<file path="config.mk">
export PLATFORM = sky130hd
export DESIGN_NAME = sysctl_bank
export DESIGN_NICKNAME = d
export VERILOG_FILES = /design/src/rtl/sysctl_pkg.sv /design/src/rtl/sysctl_wdec.sv /design/src/rtl/sysctl_rmux.sv /design/src/rtl/sysctl_bank.sv
export SDC_FILE = /design/constraint.sdc
export NUM_CORES = 1
export LEC_CHECK = 0
export BUFFER_PORTS_ARGS = -buffer_cell sky130_fd_sc_hd__buf_2
export CORE_UTILIZATION = 47
export DETAILED_ROUTE_END_ITERATION = 16
export GPL_ROUTABILITY_DRIVEN = 0
export HOLD_SLACK_MARGIN = 0.15
export PLACE_DENSITY = 0.89
export SLEW_MARGIN = 10
export SYNTH_ARGS = -nofsm -noshare
export SYNTH_HDL_FRONTEND = slang
export SYNTH_SLANG_ARGS = --single-unit
</file>
<file path="constraint.sdc">
create_clock -name clk -period 2.7 [get_ports clk]
set_input_delay 0.54 -clock clk [delete_from_list [all_inputs] [get_ports clk]]
set_output_delay 0.54 -clock clk [all_outputs]
set_load 0.005 [all_outputs]
</file>
<file path="src/rtl/sysctl_pkg.sv">
package sysctl_pkg;
    localparam int unsigned VEC_W = 9;

    localparam logic [11:0] OFS_TYPE = 12'h004;
    localparam logic [11:0] OFS_ICS  = 12'hD04;
    localparam logic [11:0] OFS_VTB  = 12'hD08;
    localparam logic [11:0] OFS_RST  = 12'hD0C;
    localparam logic [11:0] OFS_HND  = 12'hD24;
    localparam logic [11:0] OFS_TRIG = 12'hF00;

    localparam logic [15:0] RST_KEY    = 16'h05FA;
    localparam logic [31:0] RST_RDVAL  = 32'hFA05_0000;

    typedef struct packed {
        logic             nmi_set;
        logic             psv_set;
        logic             psv_clr;
        logic             tick_set;
        logic             tick_clr;
        logic             trig_vld;
        logic [VEC_W-1:0] trig_num;
        logic             rst_req;
        logic             vtb_we;
        logic             fen_we;
        logic             hit;
    } wr_eff_t;

    typedef struct packed {
        logic             nmi_set;
        logic             psv_set;
        logic             psv_clr;
        logic             tick_set;
        logic             tick_clr;
        logic             trig_vld;
        logic [VEC_W-1:0] trig_num;
        logic             rst_req;
        logic             err;
        logic [2:0]       fen;
        logic [24:0]      vtb_hi;
        logic [31:0]      rdata;
    } bank_t;
endpackage

</file>
<file path="src/rtl/sysctl_wdec.sv">
module sysctl_wdec
    import sysctl_pkg::*;
#(
    parameter int unsigned NUM_IRQ = 64
) (
    input  logic        wr_en_i,
    input  logic [11:0] addr_i,
    input  logic [31:0] wdata_i,
    output wr_eff_t     eff_o
);
    localparam logic [31:0] IRQ_LIM = 32'(NUM_IRQ);

    logic [31:0] trig_word;

    always_comb begin
        trig_word = {23'd0, wdata_i[VEC_W-1:0]};
        eff_o = '0;
        if (wr_en_i) begin
            unique case (addr_i)
                OFS_ICS: begin
                    eff_o.hit      = 1'b1;
                    eff_o.nmi_set  = wdata_i[31];
                    eff_o.psv_set  = wdata_i[28];
                    eff_o.psv_clr  = wdata_i[27] & ~wdata_i[28];
                    eff_o.tick_set = wdata_i[26];
                    eff_o.tick_clr = wdata_i[25] & ~wdata_i[26];
                end
                OFS_VTB: begin
                    eff_o.hit    = 1'b1;
                    eff_o.vtb_we = 1'b1;
                end
                OFS_RST: begin
                    eff_o.hit     = 1'b1;
                    eff_o.rst_req = (wdata_i[31:16] == RST_KEY) & wdata_i[2];
                end
                OFS_HND: begin
                    eff_o.hit    = 1'b1;
                    eff_o.fen_we = 1'b1;
                end
                OFS_TRIG: begin
                    eff_o.hit = 1'b1;
                    if (trig_word < IRQ_LIM) begin
                        eff_o.trig_vld = 1'b1;
                        eff_o.trig_num = wdata_i[VEC_W-1:0];
                    end
                end
                default: eff_o.hit = 1'b0;
            endcase
        end
    end
endmodule

</file>
<file path="src/rtl/sysctl_rmux.sv">
module sysctl_rmux
    import sysctl_pkg::*;
#(
    parameter int unsigned NUM_IRQ = 64
) (
    input  logic [11:0]      addr_i,
    input  logic [VEC_W-1:0] act_vec_i,
    input  logic [VEC_W-1:0] pend_vec_i,
    input  logic             pend_vld_i,
    input  logic             ext_pend_i,
    input  logic             nmi_pend_i,
    input  logic             psv_pend_i,
    input  logic             tick_pend_i,
    input  logic [6:0]       hnd_act_i,
    input  logic [3:0]       hnd_pend_i,
    input  logic [2:0]       fen_i,
    input  logic [24:0]      vtb_hi_i,
    output logic [31:0]      data_o,
    output logic             hit_o
);
    localparam logic [31:0] TYPE_VAL = 32'(NUM_IRQ / 32 - 1);
    localparam int          N_ACT    = 7;
    localparam int          ACT_POS [N_ACT] = '{0, 1, 3, 7, 8, 10, 11};

    logic [31:0] ics_word;
    logic [31:0] hnd_word;

    always_comb begin
        ics_word = '0;
        ics_word[VEC_W-1:0] = act_vec_i;
        if (pend_vld_i) ics_word[12 +: VEC_W] = pend_vec_i;
        ics_word[22] = ext_pend_i;
        ics_word[26] = tick_pend_i;
        ics_word[28] = psv_pend_i;
        ics_word[31] = nmi_pend_i;
    end

    always_comb begin
        hnd_word = '0;
        for (int i = 0; i < N_ACT; i++) begin
            hnd_word[ACT_POS[i]] = hnd_act_i[i];
        end
        hnd_word[15:12] = hnd_pend_i;
        hnd_word[18:16] = fen_i;
    end

    always_comb begin
        hit_o  = 1'b1;
        data_o = '0;
        unique case (addr_i)
            OFS_TYPE: data_o = TYPE_VAL;
            OFS_ICS:  data_o = ics_word;
            OFS_VTB:  data_o = {vtb_hi_i, 7'd0};
            OFS_RST:  data_o = RST_RDVAL;
            OFS_HND:  data_o = hnd_word;
            default:  hit_o  = 1'b0;
        endcase
    end
endmodule

</file>
<file path="src/rtl/sysctl_bank.sv">
module sysctl_bank
    import sysctl_pkg::*;
#(
    parameter int unsigned NUM_IRQ = 64
) (
    input  logic             clk,
    input  logic             rst,
    input  logic             wr_en_i,
    input  logic             rd_en_i,
    input  logic [11:0]      addr_i,
    input  logic [31:0]      wdata_i,
    output logic [31:0]      rdata_o,
    output logic             err_o,
    input  logic [VEC_W-1:0] act_vec_i,
    input  logic [VEC_W-1:0] pend_vec_i,
    input  logic             pend_vld_i,
    input  logic             ext_pend_i,
    input  logic             nmi_pend_i,
    input  logic             psv_pend_i,
    input  logic             tick_pend_i,
    input  logic [6:0]       hnd_act_i,
    input  logic [3:0]       hnd_pend_i,
    output logic             nmi_set_o,
    output logic             psv_set_o,
    output logic             psv_clr_o,
    output logic             tick_set_o,
    output logic             tick_clr_o,
    output logic             trig_vld_o,
    output logic [VEC_W-1:0] trig_num_o,
    output logic [2:0]       fault_en_o,
    output logic [31:0]      vtor_o,
    output logic             sysrst_o
);
    wr_eff_t     weff;
    logic [31:0] rd_word;
    logic        rd_hit;
    bank_t       st_d, st_q;

    sysctl_wdec #(.NUM_IRQ(NUM_IRQ)) u_wdec (
        .wr_en_i (wr_en_i),
        .addr_i  (addr_i),
        .wdata_i (wdata_i),
        .eff_o   (weff)
    );

    sysctl_rmux #(.NUM_IRQ(NUM_IRQ)) u_rmux (
        .addr_i      (addr_i),
        .act_vec_i   (act_vec_i),
        .pend_vec_i  (pend_vec_i),
        .pend_vld_i  (pend_vld_i),
        .ext_pend_i  (ext_pend_i),
        .nmi_pend_i  (nmi_pend_i),
        .psv_pend_i  (psv_pend_i),
        .tick_pend_i (tick_pend_i),
        .hnd_act_i   (hnd_act_i),
        .hnd_pend_i  (hnd_pend_i),
        .fen_i       (st_q.fen),
        .vtb_hi_i    (st_q.vtb_hi),
        .data_o      (rd_word),
        .hit_o       (rd_hit)
    );

    always_comb begin
        st_d          = st_q;
        st_d.nmi_set  = weff.nmi_set;
        st_d.psv_set  = weff.psv_set;
        st_d.psv_clr  = weff.psv_clr;
        st_d.tick_set = weff.tick_set;
        st_d.tick_clr = weff.tick_clr;
        st_d.trig_vld = weff.trig_vld;
        st_d.trig_num = weff.trig_num;
        st_d.rst_req  = weff.rst_req;
        st_d.err      = (wr_en_i & ~weff.hit) | (rd_en_i & ~rd_hit);
        st_d.rdata    = (rd_en_i & rd_hit) ? rd_word : '0;
        if (weff.vtb_we) st_d.vtb_hi = wdata_i[31:7];
        if (weff.fen_we) st_d.fen    = wdata_i[18:16];
    end

    always_ff @(posedge clk) begin
        if (rst) st_q <= '0;
        else     st_q <= st_d;
    end

    assign rdata_o    = st_q.rdata;
    assign err_o      = st_q.err;
    assign nmi_set_o  = st_q.nmi_set;
    assign psv_set_o  = st_q.psv_set;
    assign psv_clr_o  = st_q.psv_clr;
    assign tick_set_o = st_q.tick_set;
    assign tick_clr_o = st_q.tick_clr;
    assign trig_vld_o = st_q.trig_vld;
    assign trig_num_o = st_q.trig_num;
    assign fault_en_o = st_q.fen;
    assign vtor_o     = {st_q.vtb_hi, 7'd0};
    assign sysrst_o   = st_q.rst_req;
endmodule


</file>
==> impl_results.md <==
* Fmax achieved at 0.517 GHz
* Crit-path cells: buf_2 > nor4b_1 > and4_1 > o21ai_2 > buf_4 > nor2_1
* Final HPWL DP at 6.57 mm
* Critical Path End Type: flip-flop
* CP Class: input pin to flip-flop
* Vias in the first global route at 2828
* # rows at 28
* GRT Residual Overflow at 0
* R2r startpoint: fault_en_o[1]
* Sequential area share after synthesis at 0.528
* Crit share post-route at 0.717
* Max Fanout on Critical Path at 15
* Post-route DRC violation count at 0
* Detailed-route via count at 3067
* Leakage at 1.87 nW
* Area after DPL at about 3800 µm²
* Fillers at 504
* Clock latency on the worst-skew pair at 0.34 ns
* Initial antenna violation count at 0
* Area growth, synth to finish at 37.5%
* Mapped Cells at 324
* Antenna cells at 0
* Clock Tree Buf Depth at 2
* Fin. Hold Viols at 0
* Arrival time worst endpoint at 2.21 ns
* Pwr dens at 597 nW/µm²
* Slew Limit Fails at 0
* Avg WL per Cell at between 15 and 20 µm
* Crit start category: input pin
* Mapped Area at 2920 µm²
* Vias per cell at between 5 and 6
* Slew HR at 0.512
* Final Critical Period at ~1.9 ns
* Setup repair bufs after CTS at 0
* Core region area at roughly 6000 µm²
* Peak VDD IR at 362 µV
* DRT Pass-1 Iters at 4
* Hold-fix buffers, CTS at 0
* Worst R2R End: rdata_o[17]
* Synth Register Bits at 77
* Global-route usage over all layers at 0.269
* Fin util at 0.674
* Design Power at approximately 2.4 mW
* Synth top area share at 0.528
* Hold wc startpoint: wdata_i[1]
* Critical Path RT at just under 3 ns
* Slowest stage delay, CP at around 0.47 ns
* Slowest CP cell: nor4b_1
* Count of final setup violators at 0
* Worst hold stages at 2
* Area of the die at 6530 µm²
* Layout cell share with drive strength beyond 1 at 0.387
* CTS Buf Count at 9
* Htree depth at 3
* Clk sink count at 77
* Fin nets at roughly 570
* Top cells by area, synth: dfxtp_1, nand2_1, a21oi_1
* Clk_skew at 0.00656 ns
* Outcome: finished clean
* Avg Cell Area, Syn at 9.01 µm²
* Design area at about 4000 µm²
* IO Port Bufs at 158
* CTS tree: yes
* Starting Density at 0.490
* Hold Crit Class: input pin to flip-flop
* Starting DRC count in detailed routing at 149
* Distinct cells, synth at 41
* Post-CTS sizing at 0
* Largest net degree at the start of global routing at 26
* Ys Warns at 0
* Die span in y at about 81 µm
* First-pass GRT wire length at 13.2 mm
* Clock root cell: clkbuf_8
* Maxcap violations at 0
* Hold endpoint: trig_num_o[1]
* Synth area leader: dfxtp_1
* Final antenna-violating net count at 0
* IO Pins at approximately 170
* Leading cell type in the layout, fill and taps excluded: buf_2
* Worst-margin pin slew at approximately 0.73 ns
* RSZ-0062 raised after global routing: false
* Clock slew at reported path FFs at 0.08 ns
* Die X at 80.8 µm
* Total routed wirelength at 8.85 mm
* Flop2flop setup slack at 1.79 ns
* TNS Setup at 0 ns
* Most frequent cells in the layout: buf_2, dfxtp_1, nand2_1
* Worst Reg-to-Reg Cells at 3
## layout make-up
cell class / instances / area [µm²] / area share
clock buffers: 10 / 128 / 0.0318
well taps: 75 / 93.8 / 0.0234
repair buffers: 166 / 851 / 0.212
inverters: 1 / 3.75 / 0.000935
multi-input cells: 231 / 1260 / 0.315
flip-flops and latches: 77 / 1540 / 0.384
clock inverters: 6 / 135 / 0.0336
## through the flow
stage               worst slack, ns  instances  hold slack, ns
CTS                           0.775        566           0.389
global route                  0.608        566           0.397
finish                        0.765        566           0.405
floorplan                     0.813        333           0.457
detailed placement            0.436        550           0.462
global placement              0.445        550           0.445
## where the power goes
group,total (mW),switching [mW],internal (mW)
combinational,0.146,0.0780,0.0681
clock,1.11,0.407,0.708
sequential,1.14,0.000638,1.14
total,2.40,0.486,1.91
## critical path: cells and delay by family
family	cells	cell delay (ns)
AND/OR/NAND/NOR	3	0.93
buffers and inverters	2	0.50
AO/OA/AOI/OAI	1	0.24
## how the worst max path moves through the flow
stage | cells after the start | slack [ns] | end | start
3_3_place_gp | 5 | 0.44 | rdata_o[18] | addr_i[7]
6_report | 6 | 0.76 | rdata_o[12] | addr_i[2]
5_1_grt | 5 | 0.61 | psv_clr_o | addr_i[2]
3_5_place_dp | 5 | 0.44 | rdata_o[18] | addr_i[7]
2_1_floorplan | 6 | 0.81 | vtor_o[12] | addr_i[5]
4_1_cts | 5 | 0.77 | rdata_o[18] | addr_i[7]
## metal layers
layer / share of wire / GRT usage
met1: 0.40 / 0.302
met2: 0.50 / 0.473
met3: 0.082 / 0.0663
met4: 0.018 / 0.129
met5: 0 / 0
## cell usage after synthesis
library cell	number
nor2_1	29
mux2i_1	2
nand2b_1	3
o21ai_2	1
nand4_1	5
o21ai_0	1
and4_1	3
nand3_1	6
and3_1	9
buf_1	1
clkbuf_1	6
nor3_2	1
o21bai_1	2
a32oi_1	2
a2111oi_4	1
and3b_1	1
a22o_1	6
or2_2	1
nand3b_1	1
mux2_2	3
or4b_1	1
buf_2	5
nor3b_1	2
a2bb2oi_1	1
a21oi_1	33
and4b_1	2
a22oi_1	11
dfxtp_1	77
nand2_1	65
or3_1	1
or4_4	1
nor4b_1	3
nor2b_1	2
buf_6	1
and2_1	6
nor4_1	5
nor4_4	1
conb_1	1
nor3_1	10
buf_4	11
inv_1	1
## flip-flops by register name, summed over array words and instances, names as in the netlist
signal,cells
err_o,1
fault_en_o,3
nmi_set_o,1
psv_clr_o,1
psv_set_o,1
rdata_o,32
sysrst_o,1
tick_clr_o,1
tick_set_o,1
trig_num_o,9
trig_vld_o,1
vtor_o,25
## cell families (layout without fill, tap and decap cells)
logic type / after synthesis / after routing / share of synthesized area
compound gates: 58 / 58 / 0.131
buf+inv: 25 / 183 / 0.0510
flops: 77 / 77 / 0.528
mux: 5 / 5 / 0.0184
other cells: 1 / 10 / 0.00128
simple gates: 158 / 158 / 0.270
No activity file was read; power rests on OpenSTA's default activity.
